**src/rtl/sbd_pkg.sv**
```systemverilog
package sbd_pkg;
  // Bits read after the dummy-bit lock: CH1, CH0, 10 result bits, 3 flags, parity
  localparam int unsigned PAYLOAD_BITS = 16;
  localparam int unsigned FRAME_BITS   = 18;

  typedef enum logic [2:0] {
    ST_IDLE,  // waiting for the opening rising edge
    ST_ARM,   // waiting for the dummy-bit rising edge
    ST_WAIT,  // counting to the three-quarter sample point
    ST_HUNT,  // waiting for the next mid-bit transition
    ST_TAIL   // waiting for the parity bit's mid-bit transition
  } dec_state_e;
endpackage

```
**src/rtl/sbd_line_sync.sv**
```systemverilog
module sbd_line_sync #(
  parameter int unsigned STAGES = 2
) (
  input  logic clk,
  input  logic rst_n,
  input  logic i_line,
  output logic o_level,
  output logic o_edge,
  output logic o_rise
);
  logic [STAGES-1:0] chain;
  logic              prev;

  for (genvar g = 0; g < STAGES; g++) begin : g_stage
    if (g == 0) begin : g_first
      always_ff @(posedge clk or negedge rst_n)
        if (!rst_n) chain[g] <= 1'b0;
        else        chain[g] <= i_line;
    end else begin : g_next
      always_ff @(posedge clk or negedge rst_n)
        if (!rst_n) chain[g] <= 1'b0;
        else        chain[g] <= chain[g-1];
    end
  end

  always_ff @(posedge clk or negedge rst_n)
    if (!rst_n) prev <= 1'b0;
    else        prev <= chain[STAGES-1];

  assign o_level = chain[STAGES-1];
  assign o_edge  = chain[STAGES-1] ^ prev;
  assign o_rise  = chain[STAGES-1] & ~prev;
endmodule

```
**src/rtl/sbd_cycle_timer.sv**
```systemverilog
module sbd_cycle_timer #(
  parameter int unsigned LIMIT = 4
) (
  input  logic clk,
  input  logic rst_n,
  input  logic i_run,
  output logic o_hit
);
  localparam int unsigned CW = $clog2(LIMIT + 1);

  logic [CW-1:0] cnt;

  assign o_hit = i_run && (cnt == CW'(LIMIT - 1));

  always_ff @(posedge clk or negedge rst_n)
    if (!rst_n)              cnt <= '0;
    else if (!i_run || o_hit) cnt <= '0;
    else                     cnt <= cnt + 1'b1;

  AST_TIMER_RANGE: assert property (@(posedge clk) disable iff (!rst_n)
    cnt < CW'(LIMIT)) else $error("timer count beyond limit");
endmodule

```
**src/rtl/sbd_frame_decoder.sv**
```systemverilog
module sbd_frame_decoder
  import sbd_pkg::*;
#(
  parameter int unsigned BIT_CYCLES  = 8333,
  parameter int unsigned SYNC_STAGES = 2
) (
  input  logic       clk,
  input  logic       rst_n,
  input  logic       i_line,
  output logic [1:0] o_chan,
  output logic [9:0] o_result,
  output logic [2:0] o_flags,
  output logic       o_valid,
  output logic       o_parity_err,
  output logic       o_timeout
);
  localparam int unsigned SAMPLE_CYC = (3 * BIT_CYCLES) / 4;
  localparam int unsigned WD_LIMIT   = 2 * FRAME_BITS * BIT_CYCLES;
  localparam int unsigned IDX_W      = $clog2(PAYLOAD_BITS + 1);

  dec_state_e              state;
  logic [PAYLOAD_BITS-1:0] shreg;
  logic [IDX_W-1:0]        idx;
  logic                    level, edge_any, rise;
  logic                    ph_hit, wd_expire;

  sbd_line_sync #(.STAGES(SYNC_STAGES)) u_sync (
    .clk(clk), .rst_n(rst_n), .i_line(i_line),
    .o_level(level), .o_edge(edge_any), .o_rise(rise)
  );

  // Three-quarter sample point after each reference transition
  sbd_cycle_timer #(.LIMIT(SAMPLE_CYC)) u_phase (
    .clk(clk), .rst_n(rst_n), .i_run(state == ST_WAIT), .o_hit(ph_hit)
  );

  // Whole-frame budget, running from the opening edge
  sbd_cycle_timer #(.LIMIT(WD_LIMIT)) u_watchdog (
    .clk(clk), .rst_n(rst_n), .i_run(state != ST_IDLE), .o_hit(wd_expire)
  );

  always_ff @(posedge clk or negedge rst_n) begin
    if (!rst_n) begin
      state        <= ST_IDLE;
      shreg        <= '0;
      idx          <= '0;
      o_chan       <= '0;
      o_result     <= '0;
      o_flags      <= '0;
      o_valid      <= 1'b0;
      o_parity_err <= 1'b0;
      o_timeout    <= 1'b0;
    end else begin
      o_valid      <= 1'b0;
      o_parity_err <= 1'b0;
      o_timeout    <= 1'b0;
      if (wd_expire) begin
        state     <= ST_IDLE;
        o_timeout <= 1'b1;
      end else begin
        unique case (state)
          ST_IDLE: if (rise) state <= ST_ARM;
          ST_ARM: if (rise) begin
            state <= ST_WAIT;
            idx   <= '0;
          end
          ST_WAIT: if (ph_hit) begin
            shreg <= {shreg[PAYLOAD_BITS-2:0], level};
            idx   <= idx + 1'b1;
            state <= (idx == IDX_W'(PAYLOAD_BITS - 1)) ? ST_TAIL : ST_HUNT;
          end
          ST_HUNT: if (edge_any) state <= ST_WAIT;
          ST_TAIL: if (edge_any) begin
            state <= ST_IDLE;
            if (^shreg == 1'b0) begin
              o_chan   <= shreg[15:14];
              o_result <= shreg[13:4];
              o_flags  <= shreg[3:1];
              o_valid  <= 1'b1;
            end else begin
              o_parity_err <= 1'b1;
            end
          end
          default: state <= ST_IDLE;
        endcase
      end
    end
  end

  AST_ONE_OUTCOME: assert property (@(posedge clk) disable iff (!rst_n)
    $countones({o_valid, o_parity_err, o_timeout}) <= 1) else $error("two outcomes at once");
  AST_VALID_SPACED: assert property (@(posedge clk) disable iff (!rst_n)
    o_valid |=> !o_valid) else $error("valid held two cycles");
  AST_FIELDS_HOLD: assert property (@(posedge clk) disable iff (!rst_n)
    !$stable({o_chan, o_result, o_flags}) |-> o_valid) else $error("fields moved without valid");
  AST_ABORT_IDLE: assert property (@(posedge clk) disable iff (!rst_n)
    (o_timeout || o_parity_err) |-> state == ST_IDLE) else $error("abort did not return to idle");
endmodule

```
**config.mk**
```make
export PLATFORM = sky130hd
export DESIGN_NAME = sbd_frame_decoder
export DESIGN_NICKNAME = d
export VERILOG_FILES = /design/src/rtl/sbd_pkg.sv /design/src/rtl/sbd_line_sync.sv /design/src/rtl/sbd_cycle_timer.sv /design/src/rtl/sbd_frame_decoder.sv
export SDC_FILE = /design/constraint.sdc
export NUM_CORES = 1
export LEC_CHECK = 0
export ABC_AREA = 1
export BUFFER_PORTS_ARGS = -buffer_cell sky130_fd_sc_hd__buf_2
export CAP_MARGIN = 20
export CORE_UTILIZATION = 32
export DETAILED_ROUTE_END_ITERATION = 8
export GPL_TIMING_DRIVEN = 0
export MAX_ROUTING_LAYER = met4
export PLACE_DENSITY = 0.58
export SLEW_MARGIN = 5
export SYNTH_ARGS = -nofsm -noshare
export SYNTH_HDL_FRONTEND = slang
export SYNTH_SLANG_ARGS = --single-unit
```
**constraint.sdc**
```tcl
create_clock -name clk -period 1.81 [get_ports clk]
set_input_delay 0.362 -clock clk [delete_from_list [all_inputs] [get_ports clk]]
set_output_delay 0.362 -clock clk [all_outputs]
set_load 0.02 [all_outputs]
```
==> results.tsv, run 1 <==
stage	metric	value	unit
power_and_ir_drop	p_leak	2.301	nW
die	num_rows	40	
global_route	grt_use_total	0.1506	
yosys	synth.area.top_cells	dfrtp_1 47%, nand2_1 16%, nor2_1 5.6%	
power_and_ir_drop	power_density	901.3	nW/um2
die	io_pins	21	
drt	routed_via_density	4.621	
timing	period_needed	1691	ps
yosys	netlist_instances	531	
clocking	clk_path_buf_depth	2	
timing	period_share	0.9341	
cells_and_area	n_antenna_cell	0	
drt	dr.pass1.iters	6	
timing	clock_skew	5.144	ps
timing	timing.fmax	591.4	MHz
cells_and_area	fin_nets	575	
cells_and_area	n_fill_cell	1271	
min_path	hold_class	in -> async	
yosys	synth_area_leader_cell	dfrtp_1	
power_and_ir_drop	vdd_ir_drop_max	414.7	uV
die	coreArea	12210	um2
clocking	clock_sinks	77	
yosys	syn-num-nets	540	
place	gp_congestion	0.8359	
worst_setup_path	worstPathArrival	1900	ps
clocking	clk_latency	330	ps
global_route	grt_max_degree	40	
drt	vias	3406	
clocking	clk_pin_slew	60	ps
worst_setup_path	crit_type	reg -> reg	
drt	ant_nets	0	
timing	hold_ws	4.487	ps
run_status	status	finished clean	
yosys	ys_types	34	
drt	drtIter0Drc	222	
yosys	ys_seq_area_frac	0.4720	
global_route	grt_pass1_vias	3338	
timing	worstMarginPinSlew	509.1	ps
drt	drt-total-wl	8.515	mm
place	portBuffers	20	
clocking	root_buffer	clkbuf_16	
die	die_w	115.0	um
clocking	h-tree-depth	3	
place	hpwl	6.066	mm
worst_setup_path	crit_fanout	5	
worst_setup_path	critPathCaptureType	register	
worst_setup_path	timing.rr.end	u_watchdog.cnt[14]	
global_route	grt-ovfl-total	0	
yosys	synth_seq_cells	77	
worst_setup_path	rr_worst_depth	9	
power_and_ir_drop	report.power.total	4.305	mW
timing	rsz0062_at_grt	yes	
cells_and_area	drive_above_1_share	0.1757	
clocking	cts_tree	done	
timing	slew_violations	0	
yosys	yosys_warnings	0	
flow_run	cap_violations	0	
die	die_y	115.0	um
timing	slew_headroom	0.6606	
timing	finalSetupViolations	0	
yosys	syn_area_per_cell	7.689	um2
drt	routedWlPerCell	11.55	um
clocking	cts_hold_buf	0	
yosys	synth_area	4083	um2
global_route	antenna_found_initial	0	
die	initial_core_util	0.3343	
global_route	grt_pass1_wl	15.29	mm
yosys	synthArstFlopShare	1.000	
yosys	yosys_most_used_dff	dfrtp_1	
yosys	synth_edf_count	0	
worst_setup_path	startpoint_type	register	
worst_setup_path	r2r_slack	120	ps
drt	drc	0	
clocking	cts_buffers	9	
cells_and_area	multi_input_area	1928	um2
cells_and_area	area_growth	17.01	%
worst_setup_path	worstReg2RegStart	u_watchdog.cnt[1]	
worst_setup_path	worstPathRequired	2020	ps
timing	hold_viol	0	
die	dieArea	13210	um2
cells_and_area	seq_area	1927	um2
yosys	synth_top_area_frac	0.4720	
report_power, final:
part	internal, mW	switching, mW
clock network	0.983	0.651
logic	0.250	0.494
registers	1.82	0.112
total	3.05	1.26
stage by stage:
| stage | worst slack, ps | cell area [um2] | instances | TNS [ps] | util |
|---|---|---|---|---|---|
| 2_1_floorplan | 138.0 | 4083 | 531 | 0 | - |
| 3_3_place_gp | -208.9 | 4393 | 719 | -18330 | 0.3597 |
| 3_5_place_dp | -225.6 | 4415 | 720 | -3045 | 0.3616 |
| 4_1_cts | 46.97 | 4717 | 736 | 0 | 0.3863 |
| 5_1_grt | -25.23 | 4777 | 737 | -41.69 | 0.3912 |
| 6_report | 119.2 | 4777 | 737 | 0 | 0.3912 |
sequential cells by signal (all words and copies together) (netlist names):
register,cells
shreg,16
idx,5
u_phase.cnt,13
o_result,10
u_sync.prev,1
o_flags,3
o_chan,2
o_parity_err,1
u_sync.o_level,1
u_sync.chain,1
u_watchdog.cnt,19
state,3
o_valid,1
o_timeout,1
cell usage in the layout, fill, tap and decap left out, drive strengths merged:
master / instances
a21oi: 27
a31oi: 2
and3: 1
buf: 33
clkbuf: 13
clkinv: 3
dfrtp: 77
ha: 6
inv: 56
nand2: 178
nand3: 37
nand3b: 1
nand4: 11
nor2: 65
nor3: 22
nor3b: 12
nor4: 1
o21ai: 11
o22ai: 1
or2: 3
xnor2: 3
xor2: 6
critical path: stages (launching register included):
cell and delay (ps):
dfrtp_1 400, ha_4 180, nand3_1 140, nor2_2 160
nand2_1 100, nor2_1 150, nand2_1 110, nor2_1 120
xor2_1 160, nor2_1 50
worst max path at each step:
stage | start | endpoint | slack [ps] | depth (start not counted)
2_1_floorplan | u_watchdog.cnt[0] | o_chan[0] | 140 | 10
3_3_place_gp | rst_n | o_result[4] | -210 | 1
3_5_place_dp | u_watchdog.cnt[0] | o_chan[1] | -230 | 10
4_1_cts | u_watchdog.cnt[1] | u_watchdog.cnt[14] | 50 | 9
5_1_grt | u_watchdog.cnt[1] | u_watchdog.cnt[14] | -30 | 9
6_report | u_watchdog.cnt[1] | u_watchdog.cnt[14] | 120 | 9
cell usage after synthesis (5+ instances only):
cell type	count
nand2_1	175
dfrtp_1	77
nor2_1	61
inv_1	38
nand3_1	35
nor3_1	19
inv_2	18
a21oi_1	17
nor3b_1	12
a21oi_2	10
nand4_1	10
buf_2	6
ha_1	6
o21ai_1	6
xor2_1	6
o21ai_0	5
timing repair:
action	CTS	global route
endpoints found under the setup margin	36	46
gates resized for setup	5	15
buffers inserted	2	1
pin swaps	1	0
kinds of logic (layout without fill, tap and decap cells):
logic type               Yosys count  in the layout  share of synthesized area
AO/OA/AOI/OAI                     41             41                    0.06037
XOR/XNOR                           9              9                    0.01931
adder cells (fa/ha/maj)            6              6                    0.01839
buffers and inverters             67            105                    0.06987
flip-flops                        77             77                     0.4720
AND/OR/NAND/NOR                  331            331                     0.3601
final cells by class:
type                       instances  share of cell area
multi-input combinational        387              0.4036
sequential                        77              0.4034
clock buffer                      12             0.05369
inverter                          57             0.04479
tap                              168             0.04400
timing repair buffer              24             0.03038
buffer                            10             0.01807
clock inverter                     2            0.002095
routing by layer:
metal / share of wire / track usage / wire length (um) / vias up
li1: - / - / - / 1762
met4: 0.016 / 0.06234 / 133 / 0
met5: 0 / - / 0 / -
met1: 0.48 / 0.1884 / 4125 / 1589
met3: 0.028 / 0.03057 / 237 / 8
met2: 0.47 / 0.2373 / 4018 / 47
Power figures use the tool's default switching activity.
==> run 2, diff against run 1 <==
- ABC_AREA: 1 -> not set
- CORE_UTILIZATION: 32 -> 55
- PLACE_DENSITY: 0.58 -> 0.84
- SYNTH_HIERARCHICAL: not set -> 1
==> run 2 against run 1 <==
The run now ends with negative setup slack left. Maximum frequency is 27% lower. Area after synthesis is 11% lower. First-iteration DRC count is 33% higher. Combinational power is 38% higher.
==> results.tsv, run 2 <==
stage	metric	value	unit	change
clocking	h-tree-depth	3		unchanged
yosys	ys_top_cells_by_count	77 x dfrtp_1, 39 x nor2_1, 26 x xnor2_1		
die	io_pins	21		unchanged
cells_and_area	final_cell_mix	70 x dfrtp_1, 38 x buf_4, 35 x nor2_1, 25 x mux2_4, 20 x buf_2		
drt	ant_nets	0		unchanged
timing	hold_viol	0		unchanged
worst_setup_path	startpoint_type	register		
drt	routedWlPerCell	21.88	um	+89%
timing	finalSetupViolations	61		+61
cells_and_area	multi_input_area	1931	um2	+0.13%
place	postPlaceCellArea	3945	um2	-11%
cells_and_area	finish.utilization	0.7623		+0.3712
drt	drc	0		unchanged
yosys	syn-num-nets	324		-40%
timing	slew_headroom	0.6280		-0.03263
clocking	clock_sinks	77		unchanged
run_status	status	finished with violations		
cells_and_area	area_growth	33.57	%	
power_and_ir_drop	power_density	957.5	nW/um2	+6.2%
worst_setup_path	critPathLaunch	u_watchdog/cnt[4]		
timing	slew_violations	0		unchanged
clocking	cts_tree	done		
cells_and_area	drive_above_1_share	0.4532		+0.2774
drt	routed_via_density	6.174		+34%
clocking	cts_buffers	9		unchanged
power_and_ir_drop	vdd_ir_drop_max	1021	uV	+150%
cells_and_area	final_common_cell	dfrtp_1		
cells_and_area	top_register	u_watchdog/cnt		
yosys	ys_seq_area_frac	0.5287		+0.05671
die	coreArea	6386	um2	-48%
power_and_ir_drop	p_leak	2.296	nW	-0.26%
clocking	root_buffer	clkbuf_8		
cells_and_area	n_antenna_cell	0		unchanged
yosys	yosys_warnings	6		+6
clocking	clk_pin_slew	80	ps	+20 ps
worst_setup_path	worstPathArrival	2560	ps	+660 ps
global_route	grt_pass1_wl	13.09	mm	-14%
cells_and_area	fin_nets	399		-31%
yosys	synth_top_area_frac	0.5287		+0.05671
cells_and_area	reg_top3	u_watchdog/cnt x19, shreg x16, u_phase/cnt x13		
worst_setup_path	crit_type	reg -> reg		
global_route	grt_max_degree	51		+28%
yosys	syn_area_per_cell	11.57	um2	+50%
drt	drtIter0Drc	295		+33%
worst_setup_path	critPathCaptureType	register		
place	hpwl	4.383	mm	-28%
place	portBuffers	20		unchanged
timing	rsz0062_at_grt	yes		
place	gp_congestion	0.8006		-4.2%
global_route	antenna_found_initial	0		unchanged
worst_setup_path	worstReg2RegStart	u_watchdog/cnt[4]		
die	die_y	83.41	um	-27%
clocking	clk_latency	370	ps	+40 ps
yosys	synthArstFlopShare	1.000		unchanged
die	dieArea	6956	um2	-47%
clocking	clk_path_buf_depth	2		unchanged
yosys	ys_types	49		+44%
yosys	synth_edf_count	0		unchanged
drt	dr.pass1.iters	5		-1
drt	vias	2914		-14%
die	num_rows	29		-28%
yosys	synth_seq_cells	77		unchanged
worst_setup_path	worstPathRequired	2050	ps	+30 ps
die	initial_core_util	0.5707		+0.2364
yosys	synth_most_common_cell	dfrtp_1		
worst_setup_path	crit_slowest_cell	or4b_4		
global_route	grt_use_total	0.2498		+0.09917
yosys	yosys_most_used_dff	dfrtp_1		
timing	clock_skew	13.91	ps	+8.764 ps
cells_and_area	largest_reg_flops	19		unchanged
cells_and_area	seq_area	1936	um2	+0.45%
timing	layout_setup_ws	-509.4	ps	-628.6 ps
drt	drt-total-wl	10.33	mm	+21%
yosys	synth.area.top_cells	dfrtp_1 53%, mux2_2 7.1%, xnor2_1 6.2%		
worst_setup_path	crit_fanout	8		+3
worst_setup_path	cp_cell_sequence	inv_2, or4b_4, nor4_4, buf_4, nor2_4, nand3_4, buf_12, mux2_4		
global_route	grt_pass1_vias	2618		-22%
worst_setup_path	slowest_delay	580	ps	+180 ps
yosys	netlist_instances	315		-41%
yosys	synth_area	3645	um2	-11%
die	die_w	83.41	um	-27%
cells_and_area	fin_area	4868	um2	+1.9%
min_path	hold_class	in -> reg		
global_route	grt-ovfl-total	0		unchanged
min_path	hold_start	i_line		
cells_and_area	n_fill_cell	337		-73%
timing	worstMarginPinSlew	556.8	ps	+47.75 ps
flow_run	cap_violations	0		unchanged
timing	period_share	1.281		+0.3473
timing	period_needed	2319	ps	+628.6 ps
timing	timing.fmax	431.1	MHz	-27%
yosys	synth_area_leader_cell	dfrtp_1		
run_status	violations	negative setup slack		
[run 2: cell types whose count changed in the layout (fill, tap and decap cells not counted), sizes merged, moves of 24 or more]
| cell | delta |
|---|---|
| buf | +36 |
| mux2 | +32 |
| inv | -39 |
| nor2 | -24 |
| nand2 | -161 |
[run 2: critical path: cells and delay by family (launching register included)]
kind / cells / cell delay [ps]
buffers and inverters: 3 / 410
DFF: 1 / 390
muxes: 1 / 310
and+or+nand+nor: 4 / 1080
[run 2: layout make-up]
| cell class | count | area share |
|---|---|---|
| Timing Repair Buffer | 66 | 0.1085 |
| Clock inverter | 3 | 0.01336 |
| Multi-Input combinational cell | 214 | 0.3966 |
| Buffer | 5 | 0.01388 |
| Sequential cell | 77 | 0.3976 |
| Clock buffer | 13 | 0.03675 |
| Tap cell | 77 | 0.01979 |
| Inverter | 17 | 0.01362 |
[run 2: path summary, 6_finish.rpt]
check	to	slack, ps	cells past startpoint
max	shreg[3]	-510	8
min in group asynchronous	o_parity_err	460	2
min	u_sync/chain[0]	120	1
min reg2reg	u_sync/o_level	360	0
max reg2reg	shreg[3]	-510	8
max in group asynchronous	u_watchdog/cnt[10]	770	3
[run 2: cell families after synthesis]
kind of cell,Yosys count,share of synthesized area
simple gates,113,0.1682
flops,77,0.5287
xor+xnor,40,0.09612
mux,33,0.1109
buf+inv,24,0.03501
compound gates,22,0.04051
fa+ha+maj,6,0.02060
[run 2: per-layer routing]
| metal | part of all wire | GRT usage |
|---|---|---|
| met5 | 0 | - |
| met4 | 0.040 | 0.08464 |
| met1 | 0.40 | 0.3076 |
| met3 | 0.063 | 0.06660 |
| met2 | 0.50 | 0.4009 |
[run 2: power by group]
group / leakage, nW / switching [mW] / internal [mW]
clock network: 0.126 / 0.655 / 0.926
logic: 1.13 / 0.550 / 0.482
registers: 1.04 / 0.190 / 1.86
total: 2.30 / 1.39 / 3.27
[run 2: repair_timing]
action                                 4_1_cts  5_1_grt
setup endpoints to repair                   52       46
gates resized for setup                     31       49
hold buffers                                 1        0
endpoints found under the hold margin       27        0
pin swaps                                   16       15
buffers inserted                            28       15
cloned                                       0        2
[run 2: metrics by stage]
step	cells	power (mW)	hold slack, ps	setup slack (ps)	TNS, ps
floorplan	315	2.481	66.41	-380.7	-9778
global placement	412	2.614	344.5	-656.9	-25420
detailed placement	413	2.647	303.6	-673.0	-21440
CTS	456	4.388	112.0	-329.3	-9985
global route	472	4.816	113.4	-589.5	-20790
finish	472	4.662	115.9	-509.4	-18500
==> run 3, diff against run 2 <==
- BUFFER_PORTS_ARGS: -buffer_cell sky130_fd_sc_hd__buf_2 -> -buffer_cell sky130_fd_sc_hd__clkbuf_2
- CTS_CLUSTER_SIZE: not set -> 14
- clock period: 1.81 -> 2.45 ns (I/O delays scaled with it)
==> run 3 against run 2 <==
The flow now finishes without violations. Clock power decreased by 35%. First-iteration DRC count shrank 54%. Maximum frequency fell by 1.5%. Design area down 14%. Largest cell class unchanged. Highest routed layer unchanged.
==> results.tsv, run 3 (synthesis results as in run 2) <==
stage	metric	value	unit	change
run_status	status	finished clean		
clocking	clk_pin_slew	80	ps	about the same
cells_and_area	fin_nets	358		-10%
worst_setup_path	crit_fanout	10		+2
global_route	grt_max_degree	64		+25%
clocking	h-tree-depth	3		unchanged
timing	finalSetupViolations	0		-100%
timing	period_share	0.9607		-0.3208
drt	ant_nets	0		unchanged
min_path	hold_class	in -> async		
global_route	grt_use_total	0.2067		-0.04313
worst_setup_path	critPathCaptureType	register		
drt	drt-total-wl	6.506	mm	-37%
power_and_ir_drop	vdd_ir_drop_max	666.3	uV	-35%
cells_and_area	n_fill_cell	478		+42%
clocking	clk_path_buf_depth	2		unchanged
cells_and_area	reg_top3	u_watchdog/cnt x19, shreg x16, u_phase/cnt x13		
drt	dr.pass1.iters	4		-1
worst_setup_path	worstPathArrival	2590	ps	+30 ps
timing	clock_skew	6.363	ps	-7.545 ps
cells_and_area	final_common_cell	dfrtp_1		
drt	routedWlPerCell	15.10	um	-31%
die	coreArea	6386	um2	unchanged
clocking	cts_buffers	9		unchanged
worst_setup_path	crit_type	reg -> reg		
clocking	clk_latency	350	ps	-20 ps
cells_and_area	area_growth	14.28	%	
place	postPlaceCellArea	3877	um2	-1.7%
place	gp_congestion	0.8372		+4.6%
drt	drtIter0Drc	136		-54%
die	initial_core_util	0.5707		unchanged
cells_and_area	top_register	u_watchdog/cnt		
cells_and_area	instances_no_fill	431		-8.7%
die	dieArea	6956	um2	unchanged
flow_run	cap_violations	0		unchanged
place	hpwl	4.241	mm	-3.2%
cells_and_area	fin_area	4165	um2	-14%
drt	drc	0		unchanged
cells_and_area	final_cell_mix	76 x dfrtp_1, 38 x nor2_1, 26 x xnor2_1, 23 x mux2_2, 19 x clkbuf_2		
timing	fin_tns_setup	0	ps	+18,500 ps
worst_setup_path	worstPathRequired	2680	ps	+630 ps
die	num_rows	29		unchanged
clocking	root_buffer	clkbuf_8		
global_route	antenna_found_initial	0		unchanged
timing	worstMarginPinSlew	457.6	ps	-99.24 ps
worst_setup_path	startpoint_type	register		
global_route	grt_pass1_vias	2411		-7.9%
drt	vias	2429		-17%
place	place_inst	413		unchanged
die	io_pins	21		unchanged
timing	rsz0062_at_grt	no		
global_route	grt_pass1_wl	11.00	mm	-16%
die	die_y	83.41	um	unchanged
timing	hold_viol	0		unchanged
power_and_ir_drop	power_density	716.1	nW/um2	-25%
power_and_ir_drop	report.power.total	2.983	mW	-36%
die	die_w	83.41	um	unchanged
timing	slew_headroom	0.6950		+0.06696
clocking	cts_tree	done		
timing	slew_violations	0		unchanged
cells_and_area	drive_above_1_share	0.2825		-0.1707
clocking	cts_hold_buf	0		-1
power_and_ir_drop	p_leak	1.930	nW	-16%
place	portBuffers	20		unchanged
cells_and_area	n_antenna_cell	0		unchanged
global_route	grt-ovfl-total	0		unchanged
timing	period_needed	2354	ps	+34.21 ps
drt	routed_via_density	5.636		-8.7%
clocking	clock_sinks	77		unchanged
timing	timing.fmax	424.9	MHz	-1.5%
cells_and_area	largest_reg_flops	19		unchanged
## run 3: final timing paths
| check | start | endpoint | slack [ps] | cells past startpoint |
|---|---|---|---|---|
| max | u_watchdog/cnt[3] | o_chan[1] | 100 | 8 |
| min | rst_n | o_result[1] | 20 | 1 |
| max reg2reg | u_watchdog/cnt[3] | o_chan[1] | 100 | 8 |
| min reg2reg | u_sync/chain[0] | u_sync/o_level | 370 | 0 |
| max in group asynchronous | rst_n | u_watchdog/cnt[11] | 1850 | 2 |
| min in group clk | i_line | u_sync/chain[0] | 240 | 1 |
## run 3: worst max-delay path: stages (launching register included)
cell	delay [ps]
dfrtp_1	440
or4b_1	640
nor4_4	260
nor2_1	90
nand4_1	170
nor2b_4	60
buf_6	140
buf_12	150
mux2_4	290
## run 3: through the flow
stage | util | setup WS (ps) | hold WS [ps]
after floorplan | - | 5.645 | 194.4
after global placement | 0.6025 | -454.3 | 332.6
after detailed placement | 0.6072 | -516.0 | 354.1
after CTS | 0.6471 | 18.70 | 3.832
after global routing | 0.6522 | 23.87 | 12.33
final | 0.6522 | 96.35 | 16.76
## run 3: what timing repair did
action / in CTS / in global routing
endpoints found under the setup margin: 33 / 30
gates resized for setup: 2 / 9
setup buffers: 3 / 0
pin swaps: 2 / 1
## run 3: area by class of cell
cell class | count | area [um2] | area share
clock inverters | 4 | 53.80 | 0.01292
flip-flops and latches | 77 | 1928 | 0.4629
well taps | 77 | 96.34 | 0.02313
repair buffers | 24 | 152.6 | 0.03665
inverters | 17 | 63.81 | 0.01532
plain buffers | 6 | 60.06 | 0.01442
multi-input cells | 214 | 1645 | 0.3950
clock buffers | 12 | 165.2 | 0.03965
## run 3: layer usage
| layer | routed length (um) | track usage |
|---|---|---|
| met1 | 2938 | 0.2548 |
| met2 | 3259 | 0.3271 |
| met3 | 203 | 0.06262 |
| met4 | 104 | 0.06740 |
| met5 | 0 | - |
## run 3: power breakdown
group | internal [mW] | total [mW] | switching [mW]
Sequential | 1.37 | 1.52 | 0.152
Combinational | 0.190 | 0.443 | 0.253
Clock | 0.557 | 1.02 | 0.463
